<file path="src/rtl/irq_pkg.sv">
package irq_pkg;

    localparam int NSRC = 7;

    // Packed order sets the flag bit of each source (msb = bit 6).
    typedef struct packed {
        logic tmr_pri;
        logic tmr_sec;
        logic portb_c1;
        logic portb_c2;
        logic ser_done;
        logic porta_c1;
        logic porta_c2;
    } irq_src_t;

    typedef enum logic [1:0] {
        ACC_NONE  = 2'd0,
        ACC_FLAG  = 2'd1,
        ACC_MASK  = 2'd2,
        ACC_OTHER = 2'd3
    } acc_tgt_e;

    typedef struct packed {
        acc_tgt_e          tgt;
        logic              rd;
        logic              wr;
        logic              mode_set;
        logic [NSRC-1:0]   bits;
    } bus_req_t;

    // Set/clear update of a mask register.
    function automatic logic [NSRC-1:0] mask_update(
        input logic [NSRC-1:0] cur,
        input logic            set_mode,
        input logic [NSRC-1:0] sel
    );
        return set_mode ? (cur | sel) : (cur & ~sel);
    endfunction

    function automatic logic [7:0] pack_status(
        input logic            top,
        input logic [NSRC-1:0] low
    );
        return {top, low};
    endfunction

endpackage

</file>
<file path="src/rtl/irq_bus_dec.sv">
module irq_bus_dec
    import irq_pkg::*;
#(
    parameter int              ADDR_W    = 4,
    parameter logic [ADDR_W-1:0] FLAG_ADDR = 4'hD,
    parameter logic [ADDR_W-1:0] MASK_ADDR = 4'hE
) (
    input  logic [ADDR_W-1:0] reg_sel,
    input  logic              rd_en,
    input  logic              wr_en,
    input  logic [7:0]        wdata,
    output bus_req_t          req
);
    always_comb begin
        req.rd       = rd_en;
        req.wr       = wr_en;
        req.mode_set = wdata[7];
        req.bits     = wdata[NSRC-1:0];
        if (!(rd_en || wr_en))        req.tgt = ACC_NONE;
        else if (reg_sel == FLAG_ADDR) req.tgt = ACC_FLAG;
        else if (reg_sel == MASK_ADDR) req.tgt = ACC_MASK;
        else                           req.tgt = ACC_OTHER;
    end
endmodule

</file>
<file path="src/rtl/irq_flag_bank.sv">
module irq_flag_bank
    import irq_pkg::*;
(
    input  logic            clk,
    input  logic            rst,
    input  logic [NSRC-1:0] set_in,
    input  logic [NSRC-1:0] ack_in,
    output logic [NSRC-1:0] flag_q
);
    // One flop per source; a set in the same cycle as an ack wins.
    for (genvar i = 0; i < NSRC; i++) begin : g_flag
        always_ff @(posedge clk) begin
            if (rst)            flag_q[i] <= 1'b0;
            else if (set_in[i]) flag_q[i] <= 1'b1;
            else if (ack_in[i]) flag_q[i] <= 1'b0;
        end
    end
endmodule

</file>
<file path="src/rtl/irq_enable_reg.sv">
module irq_enable_reg
    import irq_pkg::*;
(
    input  logic            clk,
    input  logic            rst,
    input  logic            upd,
    input  logic            set_mode,
    input  logic [NSRC-1:0] sel,
    output logic [NSRC-1:0] en_q
);
    always_ff @(posedge clk) begin
        if (rst)      en_q <= '0;
        else if (upd) en_q <= mask_update(en_q, set_mode, sel);
    end
endmodule

</file>
<file path="src/rtl/irq_read_mux.sv">
module irq_read_mux
    import irq_pkg::*;
(
    input  bus_req_t        req,
    input  logic [NSRC-1:0] flag_q,
    input  logic [NSRC-1:0] en_q,
    input  logic            any_pend,
    output logic [7:0]      rdata
);
    always_comb begin
        rdata = '0;
        if (req.rd) begin
            unique case (req.tgt)
                ACC_FLAG: rdata = pack_status(any_pend, flag_q);
                ACC_MASK: rdata = pack_status(1'b1, en_q);
                default:  rdata = '0;
            endcase
        end
    end
endmodule

</file>
<file path="src/rtl/irq_flag_ctrl.sv">
module irq_flag_ctrl
    import irq_pkg::*;
#(
    parameter int                ADDR_W    = 4,
    parameter logic [ADDR_W-1:0] FLAG_ADDR = 4'hD,
    parameter logic [ADDR_W-1:0] MASK_ADDR = 4'hE
) (
    input  logic              clk,
    input  logic              rst,
    input  logic              tmr_pri_evt,
    input  logic              tmr_sec_evt,
    input  logic              portb_ctl1_evt,
    input  logic              portb_ctl2_evt,
    input  logic              ser_done_evt,
    input  logic              porta_ctl1_evt,
    input  logic              porta_ctl2_evt,
    input  logic [ADDR_W-1:0] reg_sel,
    input  logic              rd_en,
    input  logic              wr_en,
    input  logic [7:0]        wdata,
    output logic [7:0]        rdata,
    output logic              irq_n
);
    irq_src_t        src;
    bus_req_t        req;
    logic [NSRC-1:0] src_vec;
    logic [NSRC-1:0] ack_vec;
    logic [NSRC-1:0] flag_q;
    logic [NSRC-1:0] en_q;
    logic            mask_upd;
    logic            any_pend;

    always_comb begin
        src.tmr_pri  = tmr_pri_evt;
        src.tmr_sec  = tmr_sec_evt;
        src.portb_c1 = portb_ctl1_evt;
        src.portb_c2 = portb_ctl2_evt;
        src.ser_done = ser_done_evt;
        src.porta_c1 = porta_ctl1_evt;
        src.porta_c2 = porta_ctl2_evt;
    end
    assign src_vec = src;

    irq_bus_dec #(
        .ADDR_W    (ADDR_W),
        .FLAG_ADDR (FLAG_ADDR),
        .MASK_ADDR (MASK_ADDR)
    ) u_dec (
        .reg_sel (reg_sel),
        .rd_en   (rd_en),
        .wr_en   (wr_en),
        .wdata   (wdata),
        .req     (req)
    );

    assign ack_vec  = (req.wr && req.tgt == ACC_FLAG) ? req.bits : '0;
    assign mask_upd = req.wr && (req.tgt == ACC_MASK);

    irq_flag_bank u_flags (
        .clk    (clk),
        .rst    (rst),
        .set_in (src_vec),
        .ack_in (ack_vec),
        .flag_q (flag_q)
    );

    irq_enable_reg u_mask (
        .clk      (clk),
        .rst      (rst),
        .upd      (mask_upd),
        .set_mode (req.mode_set),
        .sel      (req.bits),
        .en_q     (en_q)
    );

    assign any_pend = |(flag_q & en_q);
    assign irq_n    = ~any_pend;

    irq_read_mux u_rd (
        .req      (req),
        .flag_q   (flag_q),
        .en_q     (en_q),
        .any_pend (any_pend),
        .rdata    (rdata)
    );
endmodule

</file>
<file path="config.mk">
export PLATFORM = sky130hd
export DESIGN_NAME = irq_flag_ctrl
export DESIGN_NICKNAME = d
export VERILOG_FILES = /design/src/rtl/irq_pkg.sv /design/src/rtl/irq_bus_dec.sv /design/src/rtl/irq_flag_bank.sv /design/src/rtl/irq_enable_reg.sv /design/src/rtl/irq_read_mux.sv /design/src/rtl/irq_flag_ctrl.sv
export SDC_FILE = /design/constraint.sdc
export NUM_CORES = 1
export LEC_CHECK = 0
export ABC_AREA = 1
export BUFFER_PORTS_ARGS = -buffer_cell sky130_fd_sc_hd__buf_2
export CAP_MARGIN = 10
export CORE_MARGIN = 1.5
export CORE_UTILIZATION = 53
export CTS_CLUSTER_SIZE = 12
export DETAILED_ROUTE_END_ITERATION = 7
export PLACE_DENSITY = 0.83
export SYNTH_ARGS = -nofsm -noshare
export SYNTH_HDL_FRONTEND = slang
export SYNTH_HIERARCHICAL = 1
export SYNTH_SLANG_ARGS = --single-unit
</file>
<file path="constraint.sdc">
create_clock -name clk -period 3 [get_ports clk]
set_input_delay 0.3 -clock clk [delete_from_list [all_inputs] [get_ports clk]]
set_output_delay 0.3 -clock clk [all_outputs]
set_load 0.03 [all_outputs]
</file>
==> results.rst <==
.. list-table::
   :header-rows: 1

   * - Metric
     - Value
   * - Category of the worst setup path capture point
     - output port
   * - Placer Congestion
     - just over 0.8
   * - Post-cts sizing count
     - 0
   * - Maximum ir drop on the vdd rail
     - 0.2674 mV
   * - Global-route wire length before repair
     - between 3000 and 4000 microns
   * - Cell-by-cell trace of the critical path
     - buf_2, nand2_1, nor2_1, nor2_1, inv_1, ha_1, inv_1, nand2_1, a21oi_1, buf_2
   * - Flop pwr share
     - 0.484
   * - Via density
     - approximately 4.7
   * - CORE AREA
     - around 1700 sq um
   * - Vias
     - 1023
   * - Setup Crit Path Kind
     - input pin to output port
   * - Clock sink total
     - 14
   * - Clk_lat worst skew
     - 280 ps
   * - Root Buffer
     - clkbuf_4
   * - Die height
     - around 46 microns
   * - Run status
     - complete, no violations
   * - Initial antenna violation count
     - 0
   * - Peak clock frequency supported by timing
     - 468.3 MHz
   * - Net count after synthesis
     - between 150 and 200
   * - Number of DRC violations after detailed routing
     - 0
   * - Portion of total power attributed to the clock network
     - 0.322
   * - Ports
     - 32
   * - Crit path from
     - reg_sel[2]
   * - Fill count
     - 179
   * - Share of the clock period used by the worst path after layout
     - 0.7117
   * - Number of pins with negative max-slew slack in the final report
     - 0
   * - H-Tree Depth
     - 1
   * - Standard cell with the maximum stage delay on the critical path
     - ha_1
   * - Synthesis-to-finish area growth
     - 13.56%
   * - Fin Clk Skew
     - 0 ps
   * - Critical path data arrival time
     - 1840 ps
   * - Minimum setup slack among reg-to-reg paths
     - between 2000 and 2500 ps
   * - Number of endpoints failing setup at the final stage
     - 0
   * - Leak pwr
     - ~0.00066 uW
   * - Proportion of total power due to net switching
     - 0.2873
   * - Number of setup buffers added after CTS
     - 0
   * - Synth warn
     - 6
   * - Final antenna-violating net count
     - 0
   * - Total of flip-flops plus latches after synthesis
     - 14
   * - Routed WL
     - ~2200 microns
   * - Setup repair after global routing missed its margin
     - false
   * - Length of the first detailed-routing pass in iterations
     - 4
   * - Number of buffers added to fix hold violations after cts
     - 0
   * - Portion of total power attributed to combinational logic
     - 0.195
   * - CTS tree
     - done
   * - GR Util All Layers
     - 0.2143
   * - Average footprint of a synthesized cell
     - between 5 and 6 sq um
   * - Start point of the worst min-delay path
     - porta_ctl1_evt
   * - Clock slew at reported path FFs
     - roughly 80 ps
   * - Pint
     - 301.2 uW
   * - Cell count after synthesis
     - 172
   * - Setup_tns
     - 0 ps
   * - Stage delay of the slowest cell on the critical path
     - 300 ps
   * - Maximum number of pins on one net before global-route repair
     - 9
   * - Combined area of the multi-input logic cells
     - between 400 and 500 sq um
   * - Filler-free cell count of the finished design
     - 220
   * - CTS Buffer Depth
     - 2
   * - Die width
     - 45.97 microns
   * - Global-route congestion overflow total
     - 0
   * - Proportion of synthesized chip area in sequential cells
     - 0.2864
   * - Total CTS buffers
     - 3
   * - Worst hold path type
     - input pin to flop
   * - HPWL Detailed
     - 1628 microns
   * - Average detailed-routed wire length per instance
     - roughly 10 microns
   * - Overall die area
     - 2113 sq um
   * - Critical Path RT
     - 2700 ps
   * - Fraction of final layout cells sized beyond drive strength 1
     - 0.1897
   * - Cells after DPL
     - 216
   * - Max cap viols
     - 0
   * - Count of buffers from port buffering
     - 31
   * - Worst hold slack after final layout
     - 241.0 ps
   * - Largest fanout on the critical path
     - 8
   * - Number of failing hold endpoints at the final stage
     - 0
   * - Vias in the first global route
     - between 700 and 800
   * - Number of inserted diodes
     - 0
   * - Post-layout minimum cycle time
     - roughly 2100 ps
   * - Post-layout nets
     - 221
   * - Number of design-rule violations left by the first detailed-router iteration
     - 21
   * - Switching power of the nets
     - about 120 uW
   * - Final worst slack
     - 864.8 ps
   * - Tightest Pin Transition
     - 482.7 ps
   * - Initial standard-cell utilization of the core
     - 0.5667
   * - Count of standard-cell rows
     - 15
   * - Register cell area after layout
     - 280.3 sq um
   * - Slew Limit Headroom
     - 0.6770
   * - Setup WS pre-CTS
     - 873.8 ps
   * - Category of the worst setup path launch point
     - input pin
   * - Pwr per Cell Area
     - 380.3 nW/um^2
   * - Count of distinct cell types in the synthesized netlist
     - 10
   * - Cell area after synthesis
     - 978.4 sq um
## power by group through the flow
stage          clock network [uW]  registers (uW)  logic [uW]
5_1_grt                       150             205        92.0
3_3_place_gp                    0             208        78.6
4_1_cts                       140             204        82.3
6_report                      136             204        82.3
3_5_place_dp                    0             208        81.7
2_1_floorplan                   0             206        63.3
## cell type report
class	instances	share of cell area
Clock buffer	4	0.03266
Inverter	38	0.1329
Multi-Input combinational cell	108	0.4144
Sequential cell	14	0.2523
Tap cell	25	0.02815
Timing Repair Buffer	31	0.1396
## kinds of logic after synthesis
family	count (synthesis)	share of synthesized area
compound gates	15	0.07672
fa+ha+maj	2	0.02557
flops	14	0.2864
buf+inv	50	0.2430
simple gates	91	0.3683
## placed cells by master, fill, tap and decap left out, drive strengths merged
| cell | count |
|---|---|
| nand2 | 59 |
| a21oi | 15 |
| dfxtp | 14 |
| inv | 38 |
| nand3b | 1 |
| nand3 | 2 |
| buf | 31 |
| nor2 | 29 |
| ha | 2 |
| clkbuf | 4 |
## routing by layer
metal,share of wire,routed length (microns),track usage
met3,0.061,135,0.05952
met4,0.022,48,0.1200
met2,0.53,1168,0.3750
met1,0.39,856,0.2267
met5,0,0,0
## worst paths after layout
| path | end | cells after the start |
|---|---|---|
| worst max-delay path | rdata[2] | 10 |
| worst min-delay path | u_flags/flag_q[1] | 3 |
| worst max register to register | flop | 4 |
| worst min register to register | u_flags/flag_q[4] | 2 |
## Yosys cell counts
library cell | n | area share
a21oi_1 | 15 | 0.077
buf_4 | 12 | 0.092
dfxtp_1 | 14 | 0.29
ha_1 | 2 | 0.026
inv_1 | 37 | 0.14
inv_6 | 1 | 0.0090
nand2_1 | 59 | 0.23
nand3_1 | 2 | 0.010
nand3b_4 | 1 | 0.020
nor2_1 | 29 | 0.11
## critical path: cells and delay by family
family	cells	cell delay, ps
fa+ha+maj	1	300
buf+inv	4	440
simple gates	4	580
compound gates	1	210
## through the flow
| step | util | cell area (sq um) | total power [uW] |
|---|---|---|---|
| 6_report | 0.6435 | 1111 | 422.6 |
| 5_1_grt | 0.6435 | 1111 | 447.4 |
| 4_1_cts | 0.6435 | 1111 | 426.4 |
| 3_5_place_dp | 0.6225 | 1075 | 290.0 |
| 3_3_place_gp | 0.6225 | 1075 | 286.6 |
| 2_1_floorplan | - | 978.4 | 269.4 |
Power figures use the tool's default switching activity.
